### src/rtl/sercfg_pkg.sv
package sercfg_pkg;

    localparam int WORD_W    = 24;
    localparam int SEL_W     = 2;
    localparam int PAY_W     = WORD_W - SEL_W;
    localparam int REF_W     = 14;
    localparam int REF_CTL_W = PAY_W - REF_W;
    localparam int N_W       = 13;
    localparam int N_CTL_W   = PAY_W - N_W;
    localparam int PD_POS    = 1;

    typedef enum logic [SEL_W-1:0] {
        SEL_REF  = 2'b00,
        SEL_NDIV = 2'b01,
        SEL_FUNC = 2'b10,
        SEL_INIT = 2'b11
    } sel_e;

    typedef struct packed {
        logic [PAY_W-1:0] pay;
        sel_e             sel;
    } frame_t;

    typedef struct packed {
        logic [REF_CTL_W-1:0] ctl;
        logic [REF_W-1:0]     div;
    } ref_t;

    typedef struct packed {
        logic [N_CTL_W-1:0] ctl;
        logic [N_W-1:0]     div;
    } ndiv_t;

    function automatic frame_t frame_push(frame_t f, logic b);
        logic [WORD_W-1:0] raw;
        raw = f;
        return frame_t'({raw[WORD_W-2:0], b});
    endfunction

    function automatic logic pd_of(logic [PAY_W-1:0] f);
        return f[PD_POS];
    endfunction

endpackage

### src/rtl/sercfg_sync.sv
module sercfg_sync #(
    parameter int W      = 1,
    parameter int STAGES = 2
) (
    input  logic         clk,
    input  logic         rst,
    input  logic [W-1:0] d,
    output logic [W-1:0] q
);
    localparam int NS = (STAGES < 2) ? 2 : STAGES;

    logic [NS-1:0][W-1:0] stg;

    always_ff @(posedge clk) begin
        if (rst) stg <= '0;
        else     stg <= {stg[NS-2:0], d};
    end

    assign q = stg[NS-1];
endmodule

### src/rtl/sercfg_shifter.sv
module sercfg_shifter
    import sercfg_pkg::*;
(
    input  logic   clk,
    input  logic   rst,
    input  logic   sclk_s,
    input  logic   sdat_s,
    input  logic   le_s,
    output frame_t frame,
    output logic   ld_pulse
);
    logic   sclk_d, le_d;
    logic   sclk_rise;
    frame_t sh_q;

    assign sclk_rise = sclk_s & ~sclk_d;
    assign ld_pulse  = le_s & ~le_d;

    always_ff @(posedge clk) begin
        if (rst) begin
            sclk_d <= 1'b0;
            le_d   <= 1'b0;
            sh_q   <= '0;
        end else begin
            sclk_d <= sclk_s;
            le_d   <= le_s;
            if (sclk_rise) sh_q <= frame_push(sh_q, sdat_s);
        end
    end

    assign frame = sh_q;
endmodule

### src/rtl/sercfg_latch_bank.sv
module sercfg_latch_bank
    import sercfg_pkg::*;
(
    input  logic             clk,
    input  logic             rst,
    input  logic             ld_pulse,
    input  frame_t           frame,
    output ref_t             ref_q,
    output ndiv_t            n_q,
    output logic [PAY_W-1:0] func_q,
    output logic [PAY_W-1:0] init_q
);
    always_ff @(posedge clk) begin
        if (rst) begin
            ref_q  <= '0;
            n_q    <= '0;
            func_q <= '0;
            init_q <= '0;
        end else if (ld_pulse) begin
            unique case (frame.sel)
                SEL_REF:  ref_q <= ref_t'(frame.pay);
                SEL_NDIV: n_q   <= ndiv_t'(frame.pay);
                SEL_FUNC: func_q <= frame.pay;
                SEL_INIT: begin
                    init_q <= frame.pay;
                    func_q <= frame.pay;
                end
            endcase
        end
    end
endmodule

### src/rtl/sercfg_bank.sv
module sercfg_bank
    import sercfg_pkg::*;
#(
    parameter int SYNC_STAGES = 2
) (
    input  logic                 clk,
    input  logic                 rst,
    input  logic                 ser_clk,
    input  logic                 ser_data,
    input  logic                 ser_le,
    input  logic                 chip_en,
    output logic [REF_W-1:0]     ref_div,
    output logic [REF_CTL_W-1:0] ref_ctl,
    output logic [N_W-1:0]       n_div,
    output logic [N_CTL_W-1:0]   n_ctl,
    output logic [PAY_W-1:0]     func_word,
    output logic [PAY_W-1:0]     init_word,
    output logic                 pwr_up,
    output logic                 cp_hiz
);
    localparam int NPIN = 4;

    logic [NPIN-1:0] pins_s;
    logic            sclk_s, sdat_s, le_s, ce_s;
    frame_t          frame_q;
    logic            ld_pulse;
    ref_t            ref_q;
    ndiv_t           n_q;
    logic [PAY_W-1:0] func_q, init_q;

    sercfg_sync #(.W(NPIN), .STAGES(SYNC_STAGES)) u_sync (
        .clk (clk),
        .rst (rst),
        .d   ({chip_en, ser_le, ser_data, ser_clk}),
        .q   (pins_s)
    );

    assign {ce_s, le_s, sdat_s, sclk_s} = pins_s;

    sercfg_shifter u_shift (
        .clk      (clk),
        .rst      (rst),
        .sclk_s   (sclk_s),
        .sdat_s   (sdat_s),
        .le_s     (le_s),
        .frame    (frame_q),
        .ld_pulse (ld_pulse)
    );

    sercfg_latch_bank u_bank (
        .clk      (clk),
        .rst      (rst),
        .ld_pulse (ld_pulse),
        .frame    (frame_q),
        .ref_q    (ref_q),
        .n_q      (n_q),
        .func_q   (func_q),
        .init_q   (init_q)
    );

    assign ref_div   = ref_q.div;
    assign ref_ctl   = ref_q.ctl;
    assign n_div     = n_q.div;
    assign n_ctl     = n_q.ctl;
    assign func_word = func_q;
    assign init_word = init_q;
    assign pwr_up    = ce_s & ~pd_of(func_q);
    assign cp_hiz    = ~pwr_up;
endmodule

### config.mk
export PLATFORM = sky130hd
export DESIGN_NAME = sercfg_bank
export DESIGN_NICKNAME = d
export VERILOG_FILES = /design/src/rtl/sercfg_pkg.sv /design/src/rtl/sercfg_sync.sv /design/src/rtl/sercfg_shifter.sv /design/src/rtl/sercfg_latch_bank.sv /design/src/rtl/sercfg_bank.sv
export SDC_FILE = /design/constraint.sdc
export NUM_CORES = 1
export LEC_CHECK = 0
export BUFFER_PORTS_ARGS = -buffer_cell sky130_fd_sc_hd__buf_4
export CAP_MARGIN = 20
export CORE_ASPECT_RATIO = 0.9
export CORE_MARGIN = 4
export CORE_UTILIZATION = 45
export CTS_CLUSTER_DIAMETER = 30
export CTS_CLUSTER_SIZE = 8
export DETAILED_ROUTE_END_ITERATION = 7
export PLACE_DENSITY_LB_ADDON = 0.3
export SYNTH_ARGS = -nofsm -noshare
export SYNTH_HDL_FRONTEND = slang
export SYNTH_SLANG_ARGS = --single-unit
### constraint.sdc
create_clock -name clk -period 2.7 [get_ports clk]
set_input_delay 0.135 -clock clk [delete_from_list [all_inputs] [get_ports clk]]
set_output_delay 0.135 -clock clk [all_outputs]
set_load 0.005 [all_outputs]
After elaboration in Yosys (flattened, before gate mapping). Index checks and enable logic that the tools add are counted.

Register bits after elaboration: 122. Bits of input ports: 6.

Equal/unequal tests: 3. Bitwise operators: 7. Reductions and logical operators: 6.

Operators with widths (count): $reduce_and 2->1 (4); $eq 2x2->1 const B (2); $not 1->1 (4); $and 1x1->1 (3); $eq 2x1->1 const B (1); $logic_not 2->1 (1); $reduce_or 2->1 (1).

Longest topological paths before layout. Gate-level depths: netlist of the first run.

Depth after elaboration: 3. Depth in mapped cells: 5. Mapped depth without buffers: 3.

Hierarchy. Synthesis of the first run repeated with hierarchy kept, for this count alone.

Cells, all modules: 448. Area total of the unflattened synthesis: 4872.2 µm².

By module, submodules not included: sercfg_latch_bank (instances 1, cells each 341, area an instance 3599.7 µm²); sercfg_shifter (instances 1, cells each 85, area an instance 1019.7 µm²); sercfg_sync (instances 1, cells each 20, area an instance 240.2 µm²); sercfg_bank (instances 1, cells each 2, area an instance 12.5 µm²).

Worst setup path before layout of the first run. OpenSTA, ideal clock, no wires.

Path kind: register -> register. From: register u_shift.sh_q, in the netlist u_shift.frame[1]. To: register u_bank.ref_q[13] (netlist name). Data arrival time: 1224 ps. Required time: 2568 ps. Slack: 1343 ps. Stages on the path, launching flop included: 6. Buffers on the path: 2. Period minus slack after synthesis: 1357 ps. Path through: dfxtp_1 -> buf_6 -> or4b_4 -> buf_6 -> nand2_1 -> a21oi_1.

Longest elaborated chain between the ends: 2.

RTL lines: from (decl) (line sercfg_shifter.sv:14) `frame_t sh_q;`; from (signal assigned) (line sercfg_shifter.sv:27) `if (sclk_rise) sh_q <= frame_push(sh_q, sdat_s);`; $logic_not 2->1 (line sercfg_latch_bank.sv:20) `unique case (frame.sel)`; $reduce_and 2->1 (no source line).

No other way between the ends. A chain may end at the register's enable or synchronous reset.

Worst setup path after layout of the first run.
From: register u_shift.sh_q, in the netlist u_shift.frame[0]. To: register u_bank.n_q[14] (netlist name).

Longest elaborated chain between the ends: 2.

RTL lines (line): $eq 2x1->1 (sercfg_latch_bank.sv:20); $reduce_and 2->1 (no source line).

No other way between the ends.

==> results_dict.tcl, run 1 <==
set metrics [dict create \
    outcome "finished, final reports clean" \
    die_w_um 110 \
    antenna_found_initial 0 \
    clk_latency_worst_skew_pair_ns 0.51 \
    yosysTopAreaCellShare_pct 58.2 \
    drt-vias-per-instance 4.99 \
    power.density_cell_area_nw_per_um2 721 \
    crit_arrival_ns 2.21 \
    net_count_synth 523 \
    placement.cell_area_um2 4930 \
    setup_repair_after_global_routing_missed_its_margin "no" \
    timing.final.max_slew_violations 0 \
    grt_pass1_wl_mm 17.8 \
    area.growth.synth_to_final_pct 32.1 \
    cts_tree "yes" \
    path_max_fanout 22 \
    final_cell_area_um2 5550 \
    first_iter_violations 194 \
    final_period_utilization_pct 68.1 \
    regToRegSetupSlack_ns 0.86 \
    timing.critical_path.required_ns 3.07 \
    place_ws_ns 0.849 \
    grt_overflow 0 \
    whs_ns 0.164 \
    setup_viol 0 \
    max_freq_mhz 544 \
    final_hold_violations 0 \
    yosysWarnings 0 \
    cts.root.buffer_cell "clkbuf_8" \
    slew_margin_rel_pct 36.1 \
    cap_violations 0 \
    cts.htree.levels 4 \
    final.min_clock_period_ns 1.84 \
    drt_pass1_iterations 5 \
    cts_inserted_buffers 17 \
    cts.sinks 122 \
    io_pins 96 \
    timing.setup.critical_path_class "flip-flop to flip-flop" \
    power.net_switching_mw 0.836 \
    ys_ff_latch 122 \
    totalPowerFinal_mw 4.00 \
    min-delay-path-class "primary input to flip-flop" \
    mappedNetlistArea_um2 4200 \
    synth.top_cells.by_area "dfxtp_1, nand2_1, a21oi_1" \
    power_switching_share_pct 20.9 \
    netlist-cell-type-count 17 \
    seq_power_share_pct 45.3 \
    totalWireLength_mm 10.9 \
    die_area_um2 10900 \
    detailroute.via_count 3680 \
    drc 0 \
    wl_per_cell_um 14.8 \
    syn-mean-instance-area_um2 8.12 \
    maximum_number_of_pins_on_one_net_before_global_route_repair 123 \
    cts.reportedPaths.clkPinSlew_ns 0.06 \
    seq_area_frac_synth_pct 58.2 \
    initial_core_util_pct 46.0 \
    finalClockSkew_ns 0.00555 \
    place_hpwl_mm 6.97 \
    ant_nets 0 \
    startpoint_type "flip-flop" \
    cts_post_setup_buffers_inserted 0 \
    fin_nets 608 \
    floorplan.die.height_um 99.6 \
    portion_of_total_power_attributed_to_the_clock_network_pct 52.9 \
    grt_usage_pct 20.9 \
    power.leakage_nw 2.08 \
    globalplace.congestion 0.768 \
    layout_setup_ws_ns 0.862 \
    internal_power_mw 3.17 \
    first_global_vias 3554 \
    core_um2 9130 \
    yosysTopAreaCell "dfxtp_1" \
    power_frac_comb_pct 1.8 \
    setup_tns_ns 0 \
    antennaDiodeCount 0 \
    port_buffers 95 \
    post_route_cells_drive_above_1_share_pct 21.8 \
    floorplan.rows 33 \
    number_of_buffers_on_the_longest_clock_path 2 \
    syn-instance-count 517 \
    worst_pin_slew_ns 0.958 \
    vdd.ir_drop.worst_uv 352 \
    crit_end_element "flip-flop" \
]
==> layout make-up <==
cell class	instances	area, µm²
Clock buffer	22	483
Multi-Input combinational cell	357	1580
Inverter	1	3.75
Sequential cell	122	2440
Fill cell	789	3580
Timing Repair Buffer	103	796
Clock inverter	10	91.3
Tap cell	122	153
==> per-stage QoR <==
stage,std cells,utilization (%)
finish,737,60.8
global route,737,60.8
CTS,737,60.8
detailed placement,701,54.1
global placement,701,54.1
floorplan,517,-
==> per-layer routing <==
metal | global-route usage [%] | wire length, µm | part of all wire, %
met1 | 27.3 | 4690 | 43
met2 | 32.3 | 5190 | 48
met3 | 6.62 | 831 | 7.6
met4 | 7.77 | 196 | 1.8
met5 | 0 | 0 | 0
==> power groups by stage <==
stage	clock network (mW)	registers (mW)	logic (mW)
2_1_floorplan	0	1.85	0.0491
3_3_place_gp	0	1.85	0.0639
3_5_place_dp	0	1.85	0.0653
4_1_cts	2.15	1.81	0.0702
5_1_grt	2.24	1.81	0.0785
6_report	2.12	1.81	0.0710
==> sequential cells by signal, indices dropped and copies added (netlist names) <==
name	count
u_shift.frame	24
u_bank.func_q	22
u_bank.init_q	22
u_bank.n_q	22
u_bank.ref_q	22
u_sync.q	4
u_sync.stg	4
u_shift.le_d	1
u_shift.sclk_d	1
==> worst max-delay path: stages, from the launching register on <==
cell and delay [ns]:
dfxtp_1 0.51, nand4bb_1 0.79, nand2_1 0.31, a21oi_1 0.10
==> what timing repair did <==
item                      in CTS  in global routing
gates resized for setup        0                  0
hold endpoints to repair       4                  0
hold buffers                   4                  0
==> final timing paths <==
path / from / to / depth (start not counted)
worst max-delay path: u_shift.frame[0] / u_bank.n_q[14] / 3
worst min-delay path: rst / u_bank.init_q[21] / 3
worst max register to register: u_shift.frame[0] / u_bank.n_q[14] / 3
worst min register to register: u_sync.stg[0] / u_sync.q[0] / 1
==> cell usage after synthesis, drive strengths merged <==
master / number
nand2: 224
and3b: 1
inv: 1
buf: 13
or4b: 1
nor2b: 11
and4b: 1
nand4bb: 1
nand4b: 1
a21oi: 112
nand3b: 1
clkbuf: 24
dfxtp: 122
and4bb: 1
nand2b: 2
nor4b: 1
==> kinds of logic (layout without fill, tap and decap cells) <==
group / after synthesis / count (layout) / synth area share (%)
AND/OR/NAND/NOR: 245 / 245 / 24.3
AO/OA/AOI/OAI: 112 / 112 / 13.3
buffers and inverters: 38 / 136 / 4.23
flip-flops: 122 / 122 / 58.2
==> layout by cell type, fill, tap and decap left out, drive strengths merged, types with 2 or more instances in the layout <==
| master | instances |
|---|---|
| dlygate4sd3 | 4 |
| clkinv | 4 |
| nand2b | 2 |
| clkinvlp | 5 |
| nor2b | 11 |
| buf | 99 |
| dfxtp | 122 |
| nand2 | 224 |
| a21oi | 112 |
| clkbuf | 22 |
No activity file was read; power rests on OpenSTA's default activity.
==> run 2: changes to the inputs <==
Clock period 2.7 ns to 1.56 ns, I/O delays scaled along.
==> run 2 against run 1 <==
  * Cell count grew 1.5%
  * Critical path type unchanged
  * Global-route usage shrank 0.44 points
  * Non-clock buffer count grew 11
  * Clock skew grew 0.0030 ns
  * Clock power grew 100%
  * Count of clock-buffer cells in the layout shrank 4
  * Sequential cell count is the same
  * Worst setup slack lost 0.77 ns
  * Power grew 88%
  * Wire length shrank 0.80%
  * Hold slack gained 0.16 ns
  * Combinational power grew 86%
==> results_dict.tcl, run 2 (synthesis results as in run 1) <==
set metrics [dict create \
    outcome "finished, final reports clean" \
    worst_pin_slew_ns 0.377 \
    cap_violations 0 \
    place_hpwl_mm 7.06 \
    die_w_um 110 \
    cts.htree.levels 4 \
    io_pins 96 \
    final_util_pct 62.7 \
    slew_margin_rel_pct 74.8 \
    globalplace.congestion 0.805 \
    ant_nets 0 \
    min-delay-path-class "primary input to flip-flop" \
    layout_setup_ws_ns 0.0888 \
    timing.final.max_slew_violations 0 \
    final_period_utilization_pct 94.3 \
    whs_ns 0.324 \
    floorplan.rows 33 \
    crit_arrival_ns 1.87 \
    clk_latency_worst_skew_pair_ns 0.51 \
    layout_commonest_cell "nand2_1" \
    timing.critical_path.required_ns 1.96 \
    port_buffers 95 \
    finalClockSkew_ns 0.00858 \
    drt_pass1_iterations 4 \
    drt-vias-per-instance 5.01 \
    max_freq_mhz 680 \
    cts_inserted_buffers 17 \
    place_ws_ns 0.124 \
    largest_reg_flops 24 \
    placement.cell_area_um2 5020 \
    vdd.ir_drop.worst_uv 714 \
    grt_usage_pct 20.5 \
    first_iter_violations 251 \
    initial_core_util_pct 46.0 \
    setup_repair_after_global_routing_missed_its_margin "no" \
    wl_per_cell_um 14.5 \
    setup_viol 0 \
    fin_nets 619 \
    timing.setup.critical_path_class "flip-flop to flip-flop" \
    cts_tree "yes" \
    first_global_vias 3621 \
    path_max_fanout 22 \
    final_hold_violations 0 \
    post_route_cells_drive_above_1_share_pct 23.0 \
    top_library_cells_by_usage_in_the_layout_fill_and_taps_aside "nand2_1, dfxtp_1, a21oi_1" \
    grt_pass1_wl_mm 17.5 \
    core_um2 9130 \
    cts.sinks 122 \
    floorplan.die.height_um 99.6 \
    cts_post_setup_buffers_inserted 0 \
    crit_end_element "flip-flop" \
    antenna_found_initial 0 \
    cts.root.buffer_cell "clkbuf_8" \
    final_cell_area_um2 5720 \
    number_of_buffers_on_the_longest_clock_path 2 \
    setup_tns_ns 0 \
    final.min_clock_period_ns 1.47 \
    detailroute.via_count 3745 \
    grt_overflow 0 \
    startpoint_type "flip-flop" \
    area.growth.synth_to_final_pct 36.2 \
    antennaDiodeCount 0 \
    cts.reportedPaths.clkPinSlew_ns 0.06 \
    maximum_number_of_pins_on_one_net_before_global_route_repair 51 \
    power.leakage_nw 2.17 \
    power.density_cell_area_nw_per_um2 1310 \
    totalWireLength_mm 10.8 \
    die_area_um2 10900 \
    drc 0 \
]
-- run 2: final timing paths --
| kind | from | end | slack (ns) | depth (start not counted) |
|---|---|---|---|---|
| min | ser_data | u_sync.stg[1] | 0.32 | 3 |
| min reg2reg | u_sync.stg[1] | u_sync.q[1] | 0.44 | 1 |
| max | u_shift.frame[1] | u_bank.ref_q[19] | 0.09 | 3 |
| max reg2reg | u_shift.frame[1] | u_bank.ref_q[19] | 0.09 | 3 |
-- run 2: layout make-up --
type	count	area, µm²
fill	757	3400
tap	122	153
inverter	1	3.75
multi-input combinational	357	1580
timing repair buffer	114	893
clock buffer	18	428
clock inverter	14	218
sequential	122	2440
-- run 2: through the flow --
| stage | cells | power [mW] |
|---|---|---|
| after floorplan | 517 | 3.29 |
| after global placement | 711 | 3.32 |
| after detailed placement | 711 | 3.32 |
| after CTS | 748 | 7.55 |
| after global routing | 748 | 7.70 |
| final | 748 | 7.51 |
-- run 2: critical path: stages (launching register included) --
cell	delay, ns
dfxtp_1	0.40
or4b_4	0.73
nand2_1	0.14
a21oi_1	0.09
-- run 2: per-layer routing --
metal | up-vias | wire length, µm | GRT usage [%]
met4 | 0 | 204 | 7.48
met5 | - | 0 | 0
met1 | 1760 | 4920 | 26.8
met3 | 19 | 616 | 5.84
li1 | 1855 | - | -
met2 | 111 | 5080 | 32.0
-- run 2: power by group --
part           internal [mW]  leakage, nW  switching, mW  total, mW
logic                 0.0462        0.880         0.0857      0.132
clock network           2.81        0.308           1.44       4.24
registers               3.13        0.984        0.00700       3.13
total                   5.98         2.17           1.53       7.51
-- run 2: timing repair --
item	in CTS	in global routing
setup endpoints to repair	0	7
hold buffers	5	0
endpoints found under the hold margin	34	0
gates resized for setup	0	1
==> run 3: changes to the inputs <==
Settings changed: ABC_AREA from default to 1, CORE_MARGIN 4 to 2.
==> run 3 against run 2 <==
  * The run now ends with design-rule violations left
  * Global-route usage hardly changed
  * Design area is 9.4% higher
  * Largest cell class unchanged
  * Cell count is 21% higher
  * Critical path type unchanged
  * Combinational power grew to 3.9 times the previous value
  * Wire length is 5.7% higher
  * Clock skew is 0.0017 ns lower
  * Power is 2.1% higher
  * Non-clock buffer count is 1 higher
  * Worst setup slack better by 0.056 ns
==> results_dict.tcl, run 3 <==
set metrics [dict create \
    die_w_um 113 \
    whs_ns 0.404 \
    netlist-cell-type-count 16 \
    grt_usage_pct 20.4 \
    synth-async-reset-ratio_pct 0 \
    worst_path_max_delay_cell "dfxtp_1" \
    largest_reg_flops 24 \
    fin_nets 766 \
    placement.cell_area_um2 5570 \
    setup_tns_ns 0 \
    synth_enable_flop_cells 0 \
    yosysTopAreaCell "dfxtp_1" \
    cts_tree "yes" \
    top_library_cells_by_usage_in_the_layout_fill_and_taps_aside "nor2_1, dfxtp_1, nand2_1" \
    power.density_cell_area_nw_per_um2 1230 \
    ys_ff_latch 122 \
    cts.htree.levels 4 \
    number_of_buffers_on_the_longest_clock_path 2 \
    seq_area_frac_synth_pct 50.5 \
    synth_most_common_cell "nor2_1" \
    internal_power_mw 5.99 \
    first_global_vias 4054 \
    clk_latency_worst_skew_pair_ns 0.40 \
    place_ws_ns 0.0234 \
    layout_setup_ws_ns 0.145 \
    yosysWarnings 0 \
    syn-mean-instance-area_um2 7.18 \
    layout_commonest_cell "nor2_1" \
    slew_margin_rel_pct 64.3 \
    crit_arrival_ns 1.71 \
    antenna_found_initial 0 \
    power_frac_comb_pct 6.7 \
    floorplan.die.height_um 102 \
    cpLargestDelayFamily "buffers and inverters" \
    worst_pin_slew_ns 0.534 \
    drt_pass1_iterations 7 \
    grt_pass1_wl_mm 18.9 \
    drt-vias-per-instance 4.82 \
    portion_of_total_power_attributed_to_the_clock_network_pct 50.9 \
    yosysTopAreaCellShare_pct 50.5 \
    timing.critical_path.required_ns 1.85 \
    first_iter_violations 275 \
    timing.final.max_slew_violations 0 \
    seq_power_share_pct 42.4 \
    crit_end_element "flip-flop" \
    synth.top_cells.by_area "dfxtp_1, nor2_1, nand3_1" \
    antennaDiodeCount 0 \
    drc 5 \
    wl_per_cell_um 12.7 \
    crit_buf_inv 2 \
    cap_violations 0 \
    cts.sinks 122 \
    grt_overflow 0 \
    syn-instance-count 673 \
    totalPowerFinal_mw 7.67 \
    finalClockSkew_ns 0.00690 \
    setup_viol 0 \
    violated_checks "design-rule violations" \
    core_um2 10300 \
    critical-path-max-stage-delay_ns 0.36 \
    ant_nets 0 \
    max_freq_mhz 707 \
    net_count_synth 679 \
    globalplace.congestion 0.849 \
    power.net_switching_mw 1.68 \
    timing.setup.critical_path_class "flip-flop to flip-flop" \
    startpoint_type "flip-flop" \
    cts.reportedPaths.clkPinSlew_ns 0.05 \
    cts.root.buffer_cell "clkbuf_16" \
    floorplan.rows 35 \
    detailroute.via_count 4347 \
    min-delay-path-class "flip-flop to flip-flop" \
    power.leakage_nw 2.84 \
    place_hpwl_mm 7.22 \
    vdd.ir_drop.worst_uv 571 \
    power_switching_share_pct 21.9 \
    post_route_cells_drive_above_1_share_pct 18.2 \
    crit_path_cell_trace "buf_4 > nand2_2 > inv_2 > nand3_1 > nand2_1 > nor2_1" \
    io_pins 96 \
    mappedNetlistArea_um2 4830 \
    port_buffers 95 \
    post_synth_most_frequent_cells "nor2_1, dfxtp_1, nand2_1, nand3_1, inv_1" \
    yosys_most_used_dff "dfxtp_1" \
    die_area_um2 11600 \
    area.growth.synth_to_final_pct 29.5 \
    maximum_number_of_pins_on_one_net_before_global_route_repair 72 \
    initial_core_util_pct 46.8 \
    final.min_clock_period_ns 1.42 \
    outcome "complete, but fails checks" \
    path_max_fanout 22 \
    final_cell_area_um2 6260 \
    final_period_utilization_pct 90.7 \
    totalWireLength_mm 11.4 \
    final_hold_violations 0 \
    setup_repair_after_global_routing_missed_its_margin "no" \
    cts_inserted_buffers 17 \
]
run 3: tightest hold or removal path, stage by stage, from the launching register on:
cell and delay, ns:
dfxtp_1 0.29, inv_1 0.04, nor2_1 0.03
run 3: logic make-up after synthesis:
family                 Yosys count  share of synthesized area, %
AOI/OAI and AO/OA               70                          7.25
buffers and inverters          130                          12.0
DFF                            122                          50.5
and+or+nand+nor                351                          30.2
run 3: path summary, 6_finish.rpt:
kind	from	end	slack, ns	cells past startpoint
setup reg to reg	u_shift.frame[1]	u_bank.init_q[1]	0.14	6
setup / recovery	u_shift.frame[1]	u_bank.init_q[1]	0.14	6
hold reg to reg	u_sync.stg[3]	u_sync.q[3]	0.40	2
hold / removal	u_sync.stg[3]	u_sync.q[3]	0.40	2
run 3: power by group through the flow:
stage / clock network, mW / registers (mW) / logic [mW]
floorplan: 0 / 3.31 / 0.338
global placement: 0 / 3.31 / 0.480
detailed placement: 0 / 3.31 / 0.488
CTS: 3.95 / 3.25 / 0.513
global route: 4.11 / 3.26 / 0.580
finish: 3.90 / 3.25 / 0.516
run 3: metal layers:
| layer | vias to the layer above | track usage [%] | part of all wire [%] |
|---|---|---|---|
| met5 | - | 0 | 0 |
| met4 | 0 | 7.13 | 0.66 |
| met3 | 6 | 5.63 | 7.6 |
| met2 | 138 | 32.2 | 45 |
| met1 | 1953 | 27.3 | 47 |
| li1 | 2250 | - | - |
run 3: metrics by stage:
step / cells / util, %
floorplan: 673 / -
global placement: 861 / 53.9
detailed placement: 861 / 53.9
CTS: 902 / 60.6
global route: 902 / 60.6
finish: 902 / 60.6
run 3: cell type report:
cell class / instances / area, µm²
clock buffer: 24 / 472
clock inverter: 8 / 118
fill: 924 / 4080
inverter: 83 / 312
multi-input combinational: 421 / 1820
sequential: 122 / 2440
tap: 129 / 161
timing repair buffer: 115 / 936
run 3: what timing repair did:
action,in CTS,in global routing
gates resized for setup,1,0
setup buffers,0,0
hold endpoints to repair,10,0
endpoints found under the setup margin,1,0
hold buffers,9,0
